--- config.mk ---
export PLATFORM = sky130hd
export DESIGN_NAME = rst_supervisor
export DESIGN_NICKNAME = d
export VERILOG_FILES = /design/src/rtl/rstsup_pkg.sv /design/src/rtl/rstsup_wdog.sv /design/src/rtl/rstsup_lvmon.sv /design/src/rtl/rstsup_pulse.sv /design/src/rtl/rst_supervisor.sv
export SDC_FILE = /design/constraint.sdc
export NUM_CORES = 1
export LEC_CHECK = 0
export ABC_AREA = 1
export CAP_MARGIN = 20
export CORE_MARGIN = 5
export CORE_UTILIZATION = 33
export CTS_CLUSTER_DIAMETER = 100
export DETAILED_ROUTE_END_ITERATION = 8
export SETUP_SLACK_MARGIN = 0.05
export SYNTH_ARGS = -nofsm -noshare
export SYNTH_HDL_FRONTEND = slang
export SYNTH_SLANG_ARGS = --single-unit
--- constraint.sdc ---
create_clock -name clk -period 1.54 [get_ports clk]
set_input_delay 0.231 -clock clk [delete_from_list [all_inputs] [get_ports clk]]
set_output_delay 0.231 -clock clk [all_outputs]
set_load 0.02 [all_outputs]
--- src/rtl/rstsup_pkg.sv ---
package rstsup_pkg;

    // Control word layout; bit positions are visible to software.
    typedef struct packed {
        logic lv_flag;   // bit 1
        logic wd_kick;   // bit 0
    } ctrl_word_t;

    typedef struct packed {
        logic stop;
        logic sleep;
        logic timer;
        logic hold;
        logic osc_off;
    } pwr_mode_t;

    typedef enum logic [1:0] {
        WD_COUNT  = 2'd0,
        WD_CLEAR  = 2'd1,
        WD_FREEZE = 2'd2
    } wd_action_t;

    // Clearing causes beat the stop freeze; counting is the default.
    function automatic wd_action_t wd_decide(pwr_mode_t m, logic kick, logic int_rst);
        if (kick || int_rst || m.osc_off || m.sleep || m.timer || m.hold)
            return WD_CLEAR;
        else if (m.stop)
            return WD_FREEZE;
        return WD_COUNT;
    endfunction

endpackage

--- src/rtl/rstsup_wdog.sv ---
module rstsup_wdog
    import rstsup_pkg::*;
#(
    parameter int WDOG_BITS = 20
) (
    input  logic      clk,
    input  logic      por,
    input  pwr_mode_t mode,
    input  logic      kick,
    input  logic      int_rst,
    output logic      fire
);

    localparam logic [WDOG_BITS-1:0] LAST = '1;
    localparam logic [WDOG_BITS-1:0] ONE  = WDOG_BITS'(1);

    logic [WDOG_BITS-1:0] cnt_q;
    wd_action_t           act;

    always_comb act = wd_decide(mode, kick, int_rst);

    always_ff @(posedge clk) begin
        if (por) begin
            cnt_q <= '0;
        end else begin
            case (act)
                WD_CLEAR:  cnt_q <= '0;
                WD_FREEZE: cnt_q <= cnt_q;
                default:   cnt_q <= cnt_q + ONE;
            endcase
        end
    end

    // Timeout when the final count value is reached while counting.
    assign fire = (act == WD_COUNT) && (cnt_q == LAST);

    // no timeout while a clearing cause is present
    a_r4_clear_blocks_fire: assert property (@(posedge clk) disable iff (por)
        (kick || int_rst || mode.osc_off || mode.sleep || mode.timer || mode.hold) |-> !fire);

    // a frozen counter never times out
    a_r6_stop_blocks_fire: assert property (@(posedge clk) disable iff (por)
        mode.stop |-> !fire);

endmodule

--- src/rtl/rstsup_lvmon.sv ---
module rstsup_lvmon #(
    parameter int SYNC_STAGES = 2
) (
    input  logic clk,
    input  logic por,
    input  logic lv_raw,
    input  logic flag_wr,
    input  logic flag_wdata,
    output logic lv_level,
    output logic lv_flag
);

    logic [SYNC_STAGES-1:0] sync_q;
    logic                   flag_q;

    always_ff @(posedge clk) begin
        if (por) begin
            sync_q <= '0;
        end else begin
            sync_q <= {sync_q[SYNC_STAGES-2:0], lv_raw};
        end
    end

    assign lv_level = sync_q[SYNC_STAGES-1];

    // Detection has priority over a software clear in the same cycle.
    always_ff @(posedge clk) begin
        if (por) begin
            flag_q <= 1'b0;
        end else if (lv_level) begin
            flag_q <= 1'b1;
        end else if (flag_wr && !flag_wdata) begin
            flag_q <= 1'b0;
        end
    end

    assign lv_flag = flag_q;

    // flag is kept unless software writes 0
    a_r10_flag_sticky: assert property (@(posedge clk) disable iff (por)
        (lv_flag && !(flag_wr && !flag_wdata)) |=> lv_flag);

    // a synchronized detection always sets the flag
    a_r7_flag_set: assert property (@(posedge clk) disable iff (por)
        lv_level |=> lv_flag);

endmodule

--- src/rtl/rstsup_pulse.sv ---
module rstsup_pulse #(
    parameter int PULSE_LEN = 16,
    parameter int NSRC      = 2
) (
    input  logic            clk,
    input  logic            por,
    input  logic [NSRC-1:0] trig,
    output logic            active
);

    localparam int            CW    = $clog2(PULSE_LEN + 1);
    localparam logic [CW-1:0] LEN_C = CW'(PULSE_LEN);
    localparam logic [CW-1:0] ONE   = CW'(1);

    logic [CW-1:0] left_q;

    // A running pulse ignores new triggers; only an idle one loads.
    always_ff @(posedge clk) begin
        if (por) begin
            left_q <= '0;
        end else if (left_q != '0) begin
            left_q <= left_q - ONE;
        end else if (|trig) begin
            left_q <= LEN_C;
        end
    end

    assign active = (left_q != '0);

    // a trigger during a pulse never reloads the remaining length
    a_r9_no_extend: assert property (@(posedge clk) disable iff (por)
        (active && (|trig)) |=> (left_q < $past(left_q)));

endmodule

--- src/rtl/rst_supervisor.sv ---
module rst_supervisor
    import rstsup_pkg::*;
#(
    parameter int WDOG_BITS   = 20,
    parameter int PULSE_LEN   = 16,
    parameter int SYNC_STAGES = 2
) (
    input  logic       clk,
    input  logic       por,
    input  logic       lv_detect,
    input  logic       stop_mode,
    input  logic       sleep_mode,
    input  logic       timer_mode,
    input  logic       hold_req,
    input  logic       osc_stopped,
    input  logic       reg_wr,
    input  logic [1:0] reg_wdata,
    output logic [1:0] reg_rdata,
    output logic       int_rst
);

    localparam int RW = $clog2(PULSE_LEN + 2);

    pwr_mode_t  mode;
    ctrl_word_t wr_word;
    ctrl_word_t rd_word;
    logic       kick;
    logic       wd_fire;
    logic       lv_level;
    logic       lv_flag;
    logic       pulse_on;

    always_comb begin
        mode.stop    = stop_mode;
        mode.sleep   = sleep_mode;
        mode.timer   = timer_mode;
        mode.hold    = hold_req;
        mode.osc_off = osc_stopped;
    end

    assign wr_word = ctrl_word_t'(reg_wdata);
    assign kick    = reg_wr && !wr_word.wd_kick;

    rstsup_wdog #(.WDOG_BITS(WDOG_BITS)) wdog_i (
        .clk     (clk),
        .por     (por),
        .mode    (mode),
        .kick    (kick),
        .int_rst (pulse_on),
        .fire    (wd_fire)
    );

    rstsup_lvmon #(.SYNC_STAGES(SYNC_STAGES)) lvmon_i (
        .clk        (clk),
        .por        (por),
        .lv_raw     (lv_detect),
        .flag_wr    (reg_wr),
        .flag_wdata (wr_word.lv_flag),
        .lv_level   (lv_level),
        .lv_flag    (lv_flag)
    );

    rstsup_pulse #(.PULSE_LEN(PULSE_LEN), .NSRC(2)) pulse_i (
        .clk    (clk),
        .por    (por),
        .trig   ({wd_fire, lv_level}),
        .active (pulse_on)
    );

    always_comb begin
        rd_word.lv_flag = lv_flag;
        rd_word.wd_kick = 1'b1;
    end

    assign reg_rdata = rd_word;
    assign int_rst   = pulse_on;

    // Length of the current high run, used only by the checks below.
    logic [RW-1:0] run_q;
    always_ff @(posedge clk) begin
        if (por) run_q <= '0;
        else     run_q <= int_rst ? run_q + RW'(1) : '0;
    end

    // a pulse never runs longer than PULSE_LEN
    a_r9_len_cap: assert property (@(posedge clk) disable iff (por)
        int_rst |-> (int'(run_q) < PULSE_LEN));

    // a pulse that ends on its own lasted exactly PULSE_LEN
    a_r9_len_exact: assert property (@(posedge clk) disable iff (por)
        (!$past(por) && $fell(int_rst)) |-> (int'(run_q) == PULSE_LEN));

    // synchronized low voltage starts a pulse when idle
    a_r7_lv_starts_pulse: assert property (@(posedge clk) disable iff (por)
        (lv_level && !int_rst) |=> int_rst);

endmodule

==> Yosys cells after proc, flatten, opt, wreduce, memory -nomap -nowiden <==
Cells that the tools add are included.
{ "classes": {"n_addsub": 2, "eq_ne": 3, "n_mux": 10, "n_reduce_logical": 15} }
{ "ops": {"columns": ["cell", "n"], "rows": [
  ["$pmux W20 S2", 1],
  ["$add A20 B1 Y20 const B", 1],
  ["$eq A20 B20 Y1 const B", 1],
  ["$mux W5", 2],
  ["$mux W2", 3],
  ["$logic_or A1 B1 Y1", 5],
  ["$reduce_bool A5 Y1", 1],
  ["$sub A5 B1 Y5 const B", 1],
  ["$mux W1", 4],
  ["$reduce_bool A2 Y1", 2],
  ["$logic_and A1 B1 Y1", 3],
  ["$eq A2 B1 Y1 const B", 1],
  ["$eq A2 B2 Y1 const B", 1],
  ["$logic_not A1 Y1", 2],
  ["$logic_not A2 Y1", 1],
  ["$reduce_or A2 Y1", 1]
]} }
{ "word_totals": {"ff_bits": 28} }

==> Depth between registers and ports, before layout <==
{ "logic_depth": {"word_depth": 14, "ltp_mapped": 10, "depth_no_buf": 10} }

==> By module <==
From an unflattened synthesis, not the netlist that was laid out.
{ "hier_totals": {"hier_cells": 215, "area_unflattened_um2": 1529.0} }
{ "by_module_without_submodules": {"columns": ["module", "instances", "cells_per_inst", "area_each_um2"], "rows": [
  ["rstsup_wdog", 1, 164, 1131.1],
  ["rstsup_pulse", 1, 34, 270.3],
  ["rstsup_lvmon", 1, 12, 98.8],
  ["rst_supervisor", 1, 5, 28.8]
]} }

==> Worst setup path before layout <==
No wires, ideal clock.
{ "synth_timing": {"path_type": "register to register", "from": "register wdog_i.cnt_q[0]", "to": "register pulse_i.left_q[1]", "t_arrival_ns": 1.175, "required_time_ns": 1.404, "setup_slack_ns": 0.229, "stages_incl_launch_ff": 9, "n_path_buf": 0, "period_less_slack_ns": 1.311, "path_cell_list": "dfxtp_1 ha_1 nand2_2 nor2_4 nand3_4 nor2_4 nand2_2 nand3_1 a21oi_1"} }
{ "synth_via": {"elab_chain_cells": 4} }
{ "synth_lines": {"columns": ["item", "line_no", "rtl"], "rows": [
  ["start: declaration", "rstsup_wdog.sv:17", "logic [WDOG_BITS-1:0] cnt_q;"],
  ["start signal: assignment", "rstsup_wdog.sv:28", "WD_FREEZE: cnt_q <= cnt_q;"],
  ["start signal: assignment", "rstsup_wdog.sv:29", "default: cnt_q <= cnt_q + ONE;"],
  ["$eq A20 B20 Y1", "rstsup_wdog.sv:35", "assign fire = (act == WD_COUNT) && (cnt_q == LAST);"],
  ["$logic_and A1 B1 Y1", "rstsup_wdog.sv:35", null],
  ["$reduce_or A2 Y1", "rstsup_pulse.sv:23", "end else if (|trig) begin"],
  ["$reduce_bool A2 Y1 (no line)", null, null],
  ["end signal: assignment", "rstsup_pulse.sv:22", "left_q <= left_q - ONE;"],
  ["end: declaration", "rstsup_pulse.sv:15", "logic [CW-1:0] left_q;"]
]} }
No other way between the ends.
A chain may end at the register's enable or synchronous reset.

==> Worst setup path in the final report <==
{ "layout_timing": {"from": "register pulse_i.left_q[1]", "to": "register wdog_i.cnt_q[9]"} }
{ "layout_via": {"elab_chain_cells": 10} }
{ "layout_lines": {"columns": ["item", "line_no", "rtl"], "rows": [
  ["$reduce_bool A5 Y1 (*)", "rstsup_pulse.sv:28", "assign active = (left_q != '0);"],
  ["$logic_or A1 B1 Y1 (*) (5 in series)", "rstsup_pkg.sv:25", "if (kick || int_rst || m.osc_off || m.sleep || m.timer || m.hold)"],
  ["$mux W2 or $mux W1 (tied branches)", "rstsup_pkg.sv:25", null],
  ["$mux W2 (*)", "rstsup_pkg.sv:29", "return WD_COUNT;"],
  ["$eq A2 B2 Y1 or $eq A2 B1 Y1 (tied branches)", "rstsup_wdog.sv:26", "case (act)"],
  ["$pmux W20 S2", "rstsup_wdog.sv:26", null]
]} }
Mark *: on every way between the ends. The rest lies on a longest branch, timed or not.

==> metrics.md <==
| Metric | Value |
|---|---|
| Global-route usage over all layers | 0.09793 |
| Routed len/inst | 10.34 um |
| Total number of yosys warnings | 0 |
| Xor and xnor area share after synthesis | 0.03662 |
| Leak Pwr | 0.7040 nW |
| Setup repair after global routing missed its margin | yes |
| Final setup skew | 4.627 ps |
| Vias per inst | 4.465 |
| Total global routing overflow | 0 |
| Via count | 1,201 |
| Number of distinct library cells after synthesis | 34 |
| Cell Count, Final, Fillers Out | 269 |
| Share of flip-flops with an asynchronous set or reset | 0 |
| # Max-Cap Violations | 0 |
| Area fraction in compound gates after synthesis | 0.1099 |
| Critical path fanouts, max | 5 |
| Remaining number of nets flagged by the antenna check after routing | 0 |
| Number of DRC markers in iteration 0 | 43 |
| DRT Pass-1 Iters | 4 |
| GP Congestion | 0.7539 |
| Placed standard-cell area | 0.001703 mm^2 |
| Die height | 75.95 um |
| Final HPWL DP | 2.094 mm |
| Area Growth Syn to Fin | 31.56% |
| Die area | 0.005768 mm^2 |
| Flop and latch count out of synthesis | 28 |
| Post-synth EDFFs | 0 |
| Post-CTS Hold Buffers | 0 |
| Post-synthesis instance total | 186 |
| Antenna diode count | 0 |
| Power per cell area | 1183 mW/mm^2 |
| Post-synthesis adder-cell area fraction | 0.02616 |
| Number of nets in the final layout | 232 |
| Effective utilization at floorplan | 0.3342 |
| CTS tree | built |
| Primary FF master, synth | dfxtp_1 |
| I/O pin count | 14 |
| Via count of the first global-routing pass | 1,050 |
| Source-to-sink clock delay at the later pin of the worst-skew pair | 280 ps |
| Worst setup path class | reg -> reg |
| Critical path launch point type | flop |
| Multiplexer share of the synthesized area | 0 |
| Remaining DRCs | 0 |
| Clock-pin slew on the worst setup and hold paths | 100 ps |
| Final setup vio count | 0 |
| Number of clock sinks | 28 |
| Class of the most critical hold timing path | reg -> reg |
| Final worst-path setup slack | 52.71 ps |
| Fillcell total | 423 |
| Overall die width | 75.95 um |
| H-tree depth | 1 |
| Fraction of final layout cells sized beyond drive strength 1 | 0.3272 |
| Fraction of the mapped netlist area in simple logic gates | 0.3583 |
| TritonCTS buffer count | 3 |
| Sequential area share after synthesis | 0.3906 |
| Post-route fraction of the period consumed by the critical path | 0.9658 |
| Post-Synthesis Cell Area | 0.001435 mm^2 |
| Pre-CTS WS | -78.82 ps |
| Utilization after layout | 0.4397 |
| Max Clk Rate | 672.4 MHz |
| Cells taking the most area after synthesis | dfxtp_1 (39%), nand2_1 (7.8%), nor2_1 (7.8%) |
| Synth cell count leaders | nand2_1 (30), nor2_1 (30), dfxtp_1 (28) |
| PortBufs | 12 |
| Number of pins exceeding their max-slew limit in the final report | 0 |
| Net count of the mapped netlist | 200 |
| Row count | 24 |
| Endpoint arrival time on the critical path | 1720 ps |
| First-pass GRT wire length | 4.671 mm |
| Floorplan Core Area | 0.004294 mm^2 |
| Top cell type by total area after synthesis | dfxtp_1 |
| Worst Hold Margin | 410.1 ps |
| Highest ir drop seen on vdd | 0.4351 mV |
| Type of element capturing the critical path | flop |
| Hold violation total from the final report | 0 |
| Number of buffers on the longest clock path | 2 |
| Final standard cell area without fillers | 0.001888 mm^2 |
| Detailed Route WL | 2.781 mm |
| Crit path time final | 1487 ps |
| Combinational family with the most area after synthesis | simple AND/OR/NAND/NOR gates |
| Fin Setup TNS | 0 ps |
| Area share of the largest cell type after synthesis | 0.3906 |
| Initial antenna violation count | 0 |
| Placed cells | 261 |
| Required time reported for the critical path endpoint | 1770 ps |
| Design Power | 2.233 mW |
| Mean instance size in the synthesized netlist | 7.716 um^2 |
| Root Buffer | clkbuf_8 |
| Run status | complete, no violations |
| Pin count of the biggest net entering global routing | 17 |
logic make-up (layout without fill, tap and decap cells):
logic type	after synthesis	in the layout
AO/OA/AOI/OAI	24	24
XOR/XNOR	6	6
adder cells (fa/ha/maj)	3	3
buffers and inverters	25	56
flip-flops	28	28
other	1	1
AND/OR/NAND/NOR	99	99
sequential cells by signal (all words and copies together), names as in the netlist:
name,cells
pulse_i.left_q,5
wdog_i.cnt_q,20
lvmon_i.lv_flag,1
lvmon_i.sync_q,2
routing by layer:
layer	GRT usage	vias to the layer above	wire length, um
met3	0.02133	4	92
li1	-	650	-
met4	0.05872	0	62
met1	0.1333	530	1452
met5	0	-	0
met2	0.1396	17	1173
layout by cell type, fill, tap and decap left out, types with 2 or more instances in the layout:
cell type	synthesis	final
a21oi_1	7	7
a21oi_2	4	4
a31oi_1	2	2
and2_1	2	2
buf_4	2	15
buf_6	1	3
clkbuf_8	0	3
clkdlybuf4s50_1	0	11
dfxtp_1	28	25
dfxtp_2	0	3
ha_1	3	2
inv_1	18	16
inv_2	3	4
nand2_1	30	26
nand2_2	7	8
nand2_4	0	3
nand3_1	7	7
nand3_2	2	2
nor2_1	30	27
nor2_2	5	5
nor2_4	5	8
nor3_1	4	4
nor4_1	2	2
o21a_1	2	2
o21ai_0	2	2
o21ai_2	2	5
xnor2_1	3	3
xor2_1	3	3
power by group:
part           total (mW)  leakage [nW]  internal [mW]  switching (mW)
Clock               0.593        0.0357          0.349           0.244
Combinational       0.781         0.440          0.400           0.382
Sequential          0.859         0.228          0.795          0.0641
Total                2.23         0.704           1.54           0.690
worst paths after layout:
kind                            cells after the start                            from                           end  slack, ps
worst min register to register                      2    lvmon_i.sync_q[0]$_SDFF_PP0_  lvmon_i.sync_q[1]$_SDFF_PP0_        410
worst max-delay path                               10  pulse_i.left_q[1]$_SDFFE_PP0P_  wdog_i.cnt_q[9]$_SDFFE_PP0P_         50
worst max register to register                     10  pulse_i.left_q[1]$_SDFFE_PP0P_  wdog_i.cnt_q[9]$_SDFFE_PP0P_         50
worst min-delay path                                2    lvmon_i.sync_q[0]$_SDFF_PP0_  lvmon_i.sync_q[1]$_SDFF_PP0_        410
what timing repair did:
action | CTS | global route
setup buffers | 0 | 3
gates resized for setup | 4 | 28
cloned | 0 | 1
pin swaps | 0 | 10
endpoints found under the setup margin | 1 | 14
critical path, cell delays in order, from the launching register on:
cell and delay [ps]:
dfxtp_2 340, inv_2 70, ha_4 140, nand2_4 40, nor2_4 110, buf_6 110
nand2_4 50, nor2_4 230, clkinv_4 120, a21oi_2 110, o21a_1 120
area by class of cell:
type,count,area [um^2],area share
clock buffers,3,41.29,0.02187
clock inverters,1,30.03,0.01590
inverters,21,83.83,0.04440
multi-input cells,133,837.1,0.4433
flip-flops and latches,28,564.3,0.2989
well taps,52,65.06,0.03446
repair buffers,30,261.5,0.1385
repair inverters,1,5.005,0.002651
Power figures use the tool's default switching activity.
